==> src/rtl/muldiv_pkg.sv <==
// Package: shared operation code type for the multiply/divide unit.
// Assumes: bit 2 selects divide, bit 1 selects signed, bit 0 selects high half or remainder.
package muldiv_pkg;

    typedef enum logic [2:0] {
        MD_MULLU = 3'b000,
        MD_MULHU = 3'b001,
        MD_MULLS = 3'b010,
        MD_MULHS = 3'b011,
        MD_DIVU  = 3'b100,
        MD_REMU  = 3'b101,
        MD_DIVS  = 3'b110,
        MD_REMS  = 3'b111
    } md_op_e;

    typedef enum logic [1:0] {
        ST_IDLE = 2'd0,
        ST_RUN  = 2'd1,
        ST_FIX  = 2'd2
    } md_state_e;

    function automatic logic op_is_div(input md_op_e op);
        return op[2];
    endfunction

    function automatic logic op_is_signed(input md_op_e op);
        return op[1];
    endfunction

    function automatic logic op_is_upper(input md_op_e op);
        return op[0];
    endfunction

endpackage

==> src/rtl/md_prep.sv <==
// Module: md_prep
// Computes operand magnitudes and the sign flags used by the final fix-up.
// Assumes: a two's-complement negation of the most negative value yields the
// same bit pattern, which as an unsigned magnitude is exactly 2**(XLEN-1).
module md_prep
    import muldiv_pkg::*;
#(
    parameter int XLEN = 32
) (
    input  md_op_e            op,
    input  logic [XLEN-1:0]   a,
    input  logic [XLEN-1:0]   b,
    output logic [XLEN-1:0]   mag_a,
    output logic [XLEN-1:0]   mag_b,
    output logic              neg_res,
    output logic              neg_rem,
    output logic              b_zero
);
    logic sa, sb;

    // Operand signs are only meaningful for the signed codes.
    always_comb begin
        sa      = op_is_signed(op) & a[XLEN-1];
        sb      = op_is_signed(op) & b[XLEN-1];
        mag_a   = sa ? (~a + 1'b1) : a;
        mag_b   = sb ? (~b + 1'b1) : b;
        neg_res = sa ^ sb;
        neg_rem = sa;
        b_zero  = (b == '0);
    end
endmodule

==> src/rtl/md_step.sv <==
// Module: md_step
// One iteration of either the shift-add multiplier or the restoring divider.
// Assumes: for division hi < m on entry, so the new remainder fits in XLEN bits.
// The generate block picks the divider or the multiplier datapath.
module md_step #(
    parameter int XLEN   = 32,
    parameter bit DIVIDE = 1'b0
) (
    input  logic [XLEN-1:0] hi,
    input  logic [XLEN-1:0] lo,
    input  logic [XLEN-1:0] m,
    output logic [XLEN-1:0] hi_nx,
    output logic [XLEN-1:0] lo_nx
);
    generate
        if (DIVIDE) begin : g_div
            logic [XLEN:0] rem_sh;
            logic [XLEN:0] diff;
            logic          ge;
            // Shift the next dividend bit in and subtract when it fits.
            always_comb begin
                rem_sh = {hi, lo[XLEN-1]};
                diff   = rem_sh - {1'b0, m};
                ge     = (rem_sh >= {1'b0, m});
                hi_nx  = ge ? diff[XLEN-1:0] : rem_sh[XLEN-1:0];
                lo_nx  = {lo[XLEN-2:0], ge};
            end
        end else begin : g_mul
            logic [XLEN:0] sum;
            // Add the multiplicand under the current multiplier bit, shift right.
            always_comb begin
                sum   = {1'b0, hi} + (lo[0] ? {1'b0, m} : '0);
                hi_nx = sum[XLEN:1];
                lo_nx = {sum[0], lo[XLEN-1:1]};
            end
        end
    endgenerate
endmodule

==> src/rtl/md_fix.sv <==
// Module: md_fix
// Applies signs to the magnitude result and picks the requested word.
// Assumes: {hi,lo} is the unsigned product for multiplies; for divides lo is
// the quotient magnitude and hi the remainder magnitude.
module md_fix
    import muldiv_pkg::*;
#(
    parameter int XLEN = 32
) (
    input  md_op_e            op,
    input  logic [XLEN-1:0]   hi,
    input  logic [XLEN-1:0]   lo,
    input  logic              neg_res,
    input  logic              neg_rem,
    input  logic              b_zero,
    input  logic [XLEN-1:0]   a_raw,
    output logic [XLEN-1:0]   result
);
    localparam int PW = 2 * XLEN;

    logic [PW-1:0]   prod;
    logic [XLEN-1:0] quot;
    logic [XLEN-1:0] rem;

    // Negate the selected magnitude, then choose between product half, quotient and remainder.
    always_comb begin
        prod = neg_res ? (~{hi, lo} + 1'b1) : {hi, lo};
        quot = neg_res ? (~lo + 1'b1) : lo;
        rem  = neg_rem ? (~hi + 1'b1) : hi;
        if (!op_is_div(op)) begin
            result = op_is_upper(op) ? prod[PW-1:XLEN] : prod[XLEN-1:0];
        end else if (b_zero) begin
            result = op_is_upper(op) ? a_raw : '1;
        end else begin
            result = op_is_upper(op) ? rem : quot;
        end
    end
endmodule

==> src/rtl/muldiv_unit.sv <==
// Module: muldiv_unit (top)
// Multicycle multiply/divide unit: one capture cycle, XLEN iteration cycles,
// one sign fix-up cycle, then a one-cycle done pulse.
// Assumes: XLEN is 16, 32 or 64; start_i is honoured only while busy_o is low.
module muldiv_unit
    import muldiv_pkg::*;
#(
    parameter int XLEN = 32
) (
    input  logic            clk,
    input  logic            rst_n,
    input  logic            start_i,
    input  logic [2:0]      op_i,
    input  logic [XLEN-1:0] opa_i,
    input  logic [XLEN-1:0] opb_i,
    output logic            busy_o,
    output logic            done_o,
    output logic [XLEN-1:0] result_o
);
    localparam int CW = $clog2(XLEN + 1);
    localparam logic [CW-1:0] LAST = CW'(XLEN - 1);

    md_state_e       state_q;
    logic [CW-1:0]   cnt_q;
    md_op_e          op_q;
    logic [XLEN-1:0] hi_q, lo_q, m_q, a_q;
    logic            neg_res_q, neg_rem_q, bz_q;
    logic            done_q;
    logic [XLEN-1:0] res_q;

    md_op_e          op_in;
    logic [XLEN-1:0] mag_a, mag_b;
    logic            neg_res, neg_rem, b_zero;
    logic [XLEN-1:0] mhi, mlo, dhi, dlo;
    logic [XLEN-1:0] fix_res;

    assign op_in = md_op_e'(op_i);

    md_prep #(.XLEN(XLEN)) u_prep (
        .op(op_in), .a(opa_i), .b(opb_i),
        .mag_a(mag_a), .mag_b(mag_b),
        .neg_res(neg_res), .neg_rem(neg_rem), .b_zero(b_zero)
    );

    md_step #(.XLEN(XLEN), .DIVIDE(1'b0)) u_mstep (
        .hi(hi_q), .lo(lo_q), .m(m_q), .hi_nx(mhi), .lo_nx(mlo)
    );

    md_step #(.XLEN(XLEN), .DIVIDE(1'b1)) u_dstep (
        .hi(hi_q), .lo(lo_q), .m(m_q), .hi_nx(dhi), .lo_nx(dlo)
    );

    md_fix #(.XLEN(XLEN)) u_fix (
        .op(op_q), .hi(hi_q), .lo(lo_q),
        .neg_res(neg_res_q), .neg_rem(neg_rem_q), .b_zero(bz_q),
        .a_raw(a_q), .result(fix_res)
    );

    // Sequencer: capture on an idle start, iterate XLEN times, fix up, report.
    always_ff @(posedge clk) begin
        if (!rst_n) begin
            state_q   <= ST_IDLE;
            cnt_q     <= '0;
            op_q      <= MD_MULLU;
            hi_q      <= '0;
            lo_q      <= '0;
            m_q       <= '0;
            a_q       <= '0;
            neg_res_q <= 1'b0;
            neg_rem_q <= 1'b0;
            bz_q      <= 1'b0;
            done_q    <= 1'b0;
            res_q     <= '0;
        end else begin
            done_q <= 1'b0;
            unique case (state_q)
                ST_IDLE: begin
                    if (start_i) begin
                        state_q   <= ST_RUN;
                        cnt_q     <= '0;
                        op_q      <= op_in;
                        a_q       <= opa_i;
                        neg_res_q <= neg_res;
                        neg_rem_q <= neg_rem;
                        bz_q      <= b_zero;
                        if (op_is_div(op_in)) begin
                            hi_q <= '0;
                            lo_q <= mag_a;
                            m_q  <= mag_b;
                        end else begin
                            hi_q <= '0;
                            lo_q <= mag_b;
                            m_q  <= mag_a;
                        end
                    end
                end
                ST_RUN: begin
                    hi_q  <= op_is_div(op_q) ? dhi : mhi;
                    lo_q  <= op_is_div(op_q) ? dlo : mlo;
                    cnt_q <= cnt_q + 1'b1;
                    if (cnt_q == LAST) begin
                        state_q <= ST_FIX;
                    end
                end
                ST_FIX: begin
                    res_q   <= fix_res;
                    done_q  <= 1'b1;
                    state_q <= ST_IDLE;
                end
                default: state_q <= ST_IDLE;
            endcase
        end
    end

    assign busy_o   = (state_q != ST_IDLE);
    assign done_o   = done_q;
    assign result_o = res_q;
endmodule

==> config.mk <==
export PLATFORM = sky130hd
export DESIGN_NAME = muldiv_unit
export DESIGN_NICKNAME = d
export VERILOG_FILES = /design/src/rtl/muldiv_pkg.sv /design/src/rtl/md_prep.sv /design/src/rtl/md_step.sv /design/src/rtl/md_fix.sv /design/src/rtl/muldiv_unit.sv
export SDC_FILE = /design/constraint.sdc
export NUM_CORES = 1
export LEC_CHECK = 0
export ABC_CLOCK_PERIOD_IN_PS = 4000
export BUFFER_PORTS_ARGS = -buffer_cell sky130_fd_sc_hd__buf_2
export CORE_AREA = 2 2 171 173
export CTS_CLUSTER_DIAMETER = 50
export DETAILED_ROUTE_END_ITERATION = 12
export DIE_AREA = 0 0 173 175
export GPL_TIMING_DRIVEN = 0
export PLACE_DENSITY = 0.74
export SKIP_LAST_GASP = 1
export SLEW_MARGIN = 5
export SYNTH_ARGS = -nofsm -noshare
export SYNTH_HDL_FRONTEND = slang
export SYNTH_SLANG_ARGS = --single-unit
==> constraint.sdc <==
create_clock -name clk -period 4 [get_ports clk]
set_input_delay 0.2 -clock clk [delete_from_list [all_inputs] [get_ports clk]]
set_output_delay 0.2 -clock clk [all_outputs]
set_load 0.1 [all_outputs]
# Yosys cells after proc, flatten, opt, wreduce, memory -nomap -nowiden
# Index checks and enable logic that the tools add are counted.
# op_classes
n_addsub	8
magnitude_cmp	1
eq_ne	5
mux	26
bitwise	8
reduce_logical	7
# ops
op	count
$mux W32	17
$add A32 B1 Y32 const B	4
$not A32 Y32	4
$pmux W32 S2	2
$add A64 B1 Y64 const B	1
$mux W64	1
$not A64 Y64	1
$add A32 B32 Y33	1
$ge A33 B32 Y1	1
$logic_not A32 Y1	1
$sub A32 B32 Y32	1
$pmux W6 S2	1
$add A6 B1 Y6 const B	1
$eq A6 B5 Y1 const B	1
$mux W6	1
$reduce_and A2 Y1	3
$mux W2	2
$ne A2 B2 Y1 const B	2
$pmux W2 S2	1
$reduce_bool A2 Y1	2
$and A1 B1 Y1	2
$eq A2 B1 Y1 const B	1
$eq A2 B2 Y1 const B	1
$logic_not A2 Y1	1
2 further kinds	2
# totals
reg_bits	175
inputBits	70
output_inout_bits	34
elab_cells	67

# Logic depth before layout (Yosys ltp)
# depth
depth_word	6
depth_mapped	16
depth_no_buf	14

# Modules after synthesis
# Synthesis repeated with hierarchy kept, for this count alone.
# unflattened
cells_unflattened	2265
hier_area_um2	17998.5
# modules_own_cells
mod	n_inst	cells_each	area_each_um2	seq_area_each_um2
muldiv_unit	1	843	8196.6	3503.4
md_fix	1	533	3460.8	0.0
md_step (u_dstep)	1	355	2571.2	0.0
md_step (u_mstep)	1	295	2187.1	0.0
md_prep	1	239	1582.8	0.0

# Least setup slack after synthesis
# OpenSTA, ideal clock, no wires.
# synth_timing
path_type	register -> register
startpoint	reg lo_q[0]
endpoint	reg hi_q[29]
setup_time_ns	0.117
arrival_time_ns	3.513
required_time_ns	3.883
path_slack_ns	0.369
stages_incl_launch_ff	16
n_path_buf	2
synth_period_minus_slack_ns	3.631
cell_sequence	dfxtp_1 clkbuf_1 inv_1 clkbuf_1 nor2_1 ha_1 a21o_1 or3_1 o21a_1 o21a_1 a221o_1 a221o_1 a311o_1 xnor2_1 nand2b_1 a32o_1
# synth_between
elab_chain_len	4
# synth_rtl
element	line_no	source
start: declaration	muldiv_unit.sv:26	logic [XLEN-1:0] hi_q, lo_q, m_q, a_q;
start signal: assignment	muldiv_unit.sv:88	lo_q <= mag_a;
start signal: assignment	muldiv_unit.sv:92	lo_q <= mag_b;
start signal: assignment	muldiv_unit.sv:99	lo_q <= op_is_div(op_q) ? dlo : mlo;
$mux W32	md_step.sv:32	sum = {1'b0, hi} + (lo[0] ? {1'b0, m} : '0);
$add A32 B32 Y33	md_step.sv:32	
$mux W32	muldiv_unit.sv:98	hi_q <= op_is_div(op_q) ? dhi : mhi;
$pmux W32 S2	muldiv_unit.sv:76	unique case (state_q)
end signal: assignment	muldiv_unit.sv:98	
end: declaration	muldiv_unit.sv:26	
# No other way between the ends.
# A chain may end at the register's enable or synchronous reset.

# Worst setup path after layout
# layout_timing
startpoint	reg hi_q[9]
endpoint	reg res_q[20] (netlist: result_o[20])
# layout_between
elab_chain_len	6
word_cells_on_any_way	10
classes_between	add/sub (2); mux (6); bitwise (2)
# layout_rtl
element	line_no	source
$not A32 Y32	md_fix.sv:29	rem = neg_rem ? (~hi + 1'b1) : hi;
$add A32 B1 Y32	md_fix.sv:29	
$mux W32	md_fix.sv:29	
$mux W32	md_fix.sv:35	result = op_is_upper(op) ? rem : quot;
$mux W32	md_fix.sv:32	end else if (b_zero) begin
$mux W32 (*)	md_fix.sv:30	if (!op_is_div(op)) begin
end signal: assignment	muldiv_unit.sv:106	res_q <= fix_res;
end: declaration	muldiv_unit.sv:29	logic [XLEN-1:0] res_q;
# Every way passes the cells marked *; elsewhere a longest branch is shown, timed or not.

==> results_dict.tcl <==
set metrics [dict create \
    crit_type "reg2reg" \
    grt_antenna_before_repair 0 \
    reg2reg_depth 11 \
    route.antenna.remaining_nets 0 \
    hp-class "in2reg" \
    synthCells 2138 \
    yosysMostFrequentCell "nand2_1" \
    drc 0 \
    whs_path_depth 3 \
    worstReg2RegStart "hi_q[9]$_SDFFE_PN0P_" \
    tns_ns -0.0188 \
    place.gp.congestion 1.02 \
    synthMuxAreaShare_pct 3.38 \
    met2_usage_pct 66.6 \
    instances_no_fill 2653 \
    violations "negative setup slack" \
    drt_first_pass_iters 7 \
    die_h_um 175 \
    synth_commonest_cells "nand2_1, a21oi_1, dfxtp_1" \
    grt_max_degree 20 \
    clk_path_buf_depth 2 \
    coreArea_sq_um 28400 \
    drtIter0Drc 2395 \
    hold_ws_ns 0.0236 \
    post-cts-setup-buffers 0 \
    ios 104 \
    drt-wirelength-per-cell_um 25.4 \
    synth_compound_area_share_pct 29.3 \
    hpwl_um 53700 \
    grt_pass1_vias 16300 \
    synthesis.nets 2279 \
    slew_viol_final 0 \
    worst_ep_required_time_ns 4.40 \
    overflow 0 \
    initial_core_util_pct 54.6 \
    cp-end-kind "flop" \
    r2r_end "result_o[20]$_SDFFE_PN0P_" \
    clkTransAtPathRegs_ns 0.08 \
    p_leak_nw 6.93 \
    yosysTopAreaCell "dfxtp_1" \
    slew-limit-headroom_pct 25.1 \
    ys.flop_type "dfxtp_1" \
    clock_skew_ns 0.0158 \
    synthTopCellsByArea "dfxtp_1, nand2_1, xor2_1" \
    portBuffers 101 \
    synth_edf_count 0 \
    holdPathEnd "a_q[17]$_SDFFE_PN0P_" \
    syn_avg_cell_area_sq_um 7.25 \
    clock_sinks 174 \
    cts_root_buffer "clkbuf_16" \
    synth_area_sq_um 15500 \
    yosys.area.top_type_share_pct 22.5 \
    finalWorstSetupSlack_ns -0.0188 \
    die_w_um 173 \
    critPathLaunchType "flop" \
    powerDensity_nw_per_um2 324 \
    viasPerCell 6.63 \
    antenna_cells 0 \
    use_met1_pct 55.2 \
    area_growth_pct 10.6 \
    fmax_mhz 249 \
    post-route-util_pct 60.3 \
    async_reset_ff_share_pct 0 \
    synth.distinct_cells 79 \
    synthXorXnorAreaFrac_pct 11.4 \
    path_max_fanout 10 \
    yosysSeqAreaShare_pct 22.5 \
    dp.cells 2623 \
    grt_usage_pct 43.4 \
    cts_inserted_buffers 17 \
    tightest_slew_ns 1.12 \
    hold_violations 0 \
    ys_ff_latch 174 \
    routed_wl_um 67500 \
    die_area_sq_um 30300 \
    drive_gt1_share_pct 8.77 \
    peakVddDrop_mv 0.270 \
    hp-start "opa_i[17]" \
    placementRows 62 \
    power_mw 5.56 \
    clk_latency_ns 0.46 \
    cts-htree-levels 4 \
    synth_fa_ha_area_share_pct 5.83 \
    met3_usage_pct 10.6 \
    cts_tree "built" \
    fin_crit_ns 4.02 \
    grt_pass1_wl_um 99900 \
    fillCellCount 2787 \
    synthSimpleGateAreaFrac_pct 22.2 \
    status "finished with violations" \
    period_share_pct 100 \
    vias 17600 \
    cap_violations 0 \
    synth_top_family_by_area "compound AO/OA/AOI/OAI gates" \
    nets 2397 \
    top_usage_layer "met2" \
    crit_path_start "hi_q[9]$_SDFFE_PN0P_" \
    arrival_ns 4.42 \
    r2r_slack_ns -0.02 \
    setup_violations 1 \
    ys_warn_count 0 \
]
==> cell families (layout without fill, tap and decap cells) <==
logic type               Yosys count  after routing
AND/OR/NAND/NOR                  727            727
AO/OA/AOI/OAI                    698            698
buffers and inverters            217            348
XOR/XNOR                         201            201
flip-flops                       174            174
adder cells (fa/ha/maj)           71             71
multiplexers                      50             50
==> final cells by class <==
class,count,area [sq um],area share [%]
multi-input cells,1747,11200,65.5
clock inverters,14,163,0.950
plain buffers,159,639,3.73
well taps,384,480,2.80
flip-flops and latches,174,3490,20.4
repair buffers,101,505,2.95
clock buffers,18,429,2.51
inverters,56,210,1.23
==> cell usage in the layout, fill, tap and decap left out, types with 23 or more instances in the layout <==
master,count
o211ai_1,40
and3_1,28
nor2_1,168
nor3_1,33
o221ai_1,25
nand2_1,286
mux2i_1,31
a31oi_1,23
a21oi_1,186
ha_1,68
dfxtp_1,173
xnor2_1,81
o21ai_0,153
o31ai_1,28
xor2_1,120
a21boi_0,51
a21o_1,38
clkbuf_1,135
nand3_1,53
buf_2,106
inv_1,55
==> worst max-delay path, stage by stage, from the launching register on <==
cell and delay, ns:
dfxtp_1 0.33, clkbuf_1 0.33, or3_1 0.46, clkbuf_1 0.21, or3_1 0.36, or4_1 0.60
o21ai_0 0.25, xor2_1 0.14, nor2_1 0.13, a211oi_1 0.05, a2111oi_1 0.86, a22o_1 0.23
==> how the worst max path moves through the flow <==
| stage | endpoint | depth (start not counted) |
|---|---|---|
| 2_1_floorplan | hi_q[29]$_SDFFE_PN0P_ | 15 |
| 3_3_place_gp | hi_q[31]$_SDFFE_PN0P_ | 14 |
| 3_5_place_dp | hi_q[20]$_SDFFE_PN0P_ | 15 |
| 4_1_cts | hi_q[29]$_SDFFE_PN0P_ | 14 |
| 5_1_grt | hi_q[21]$_SDFFE_PN0P_ | 15 |
| 6_report | result_o[20]$_SDFFE_PN0P_ | 11 |
==> layer usage <==
metal | part of all wire (%) | wire, um
met1 | 39 | 26100
met2 | 43 | 28700
met3 | 12 | 8130
met4 | 6.7 | 4510
met5 | 0 | 0
==> sequential cells by signal (all words and copies together), names as in the netlist <==
register and flops:
op_q 2, bz_q 1, lo_q 32, neg_rem_q 1
m_q 32, hi_q 32, done_o 1, neg_res_q 1
state_q 2, result_o 32, cnt_q 6, a_q 32
==> through the flow <==
step	setup WS [ns]	instance area [sq um]
detailed placement	-0.515	16500
global placement	-0.457	16500
global route	-0.00951	17100
floorplan	0.369	15500
finish	-0.0188	17100
CTS	0.0180	17100
==> power breakdown <==
part           switching (mW)  internal, mW  leakage [nW]  total (mW)
Combinational            1.22         0.635          5.22        1.86
Sequential              0.137          1.82          1.42        1.96
Clock                   0.892         0.845         0.289        1.74
==> what timing repair did <==
action | in CTS | in global routing
setup endpoints to repair | 22 | 30
hold buffers | 0 | 0
resized for setup | 12 | 12
gates cloned | 0 | 0
pin swaps | 0 | 1
hold endpoints to repair | 0 | 0
Power figures use the tool's default switching activity.
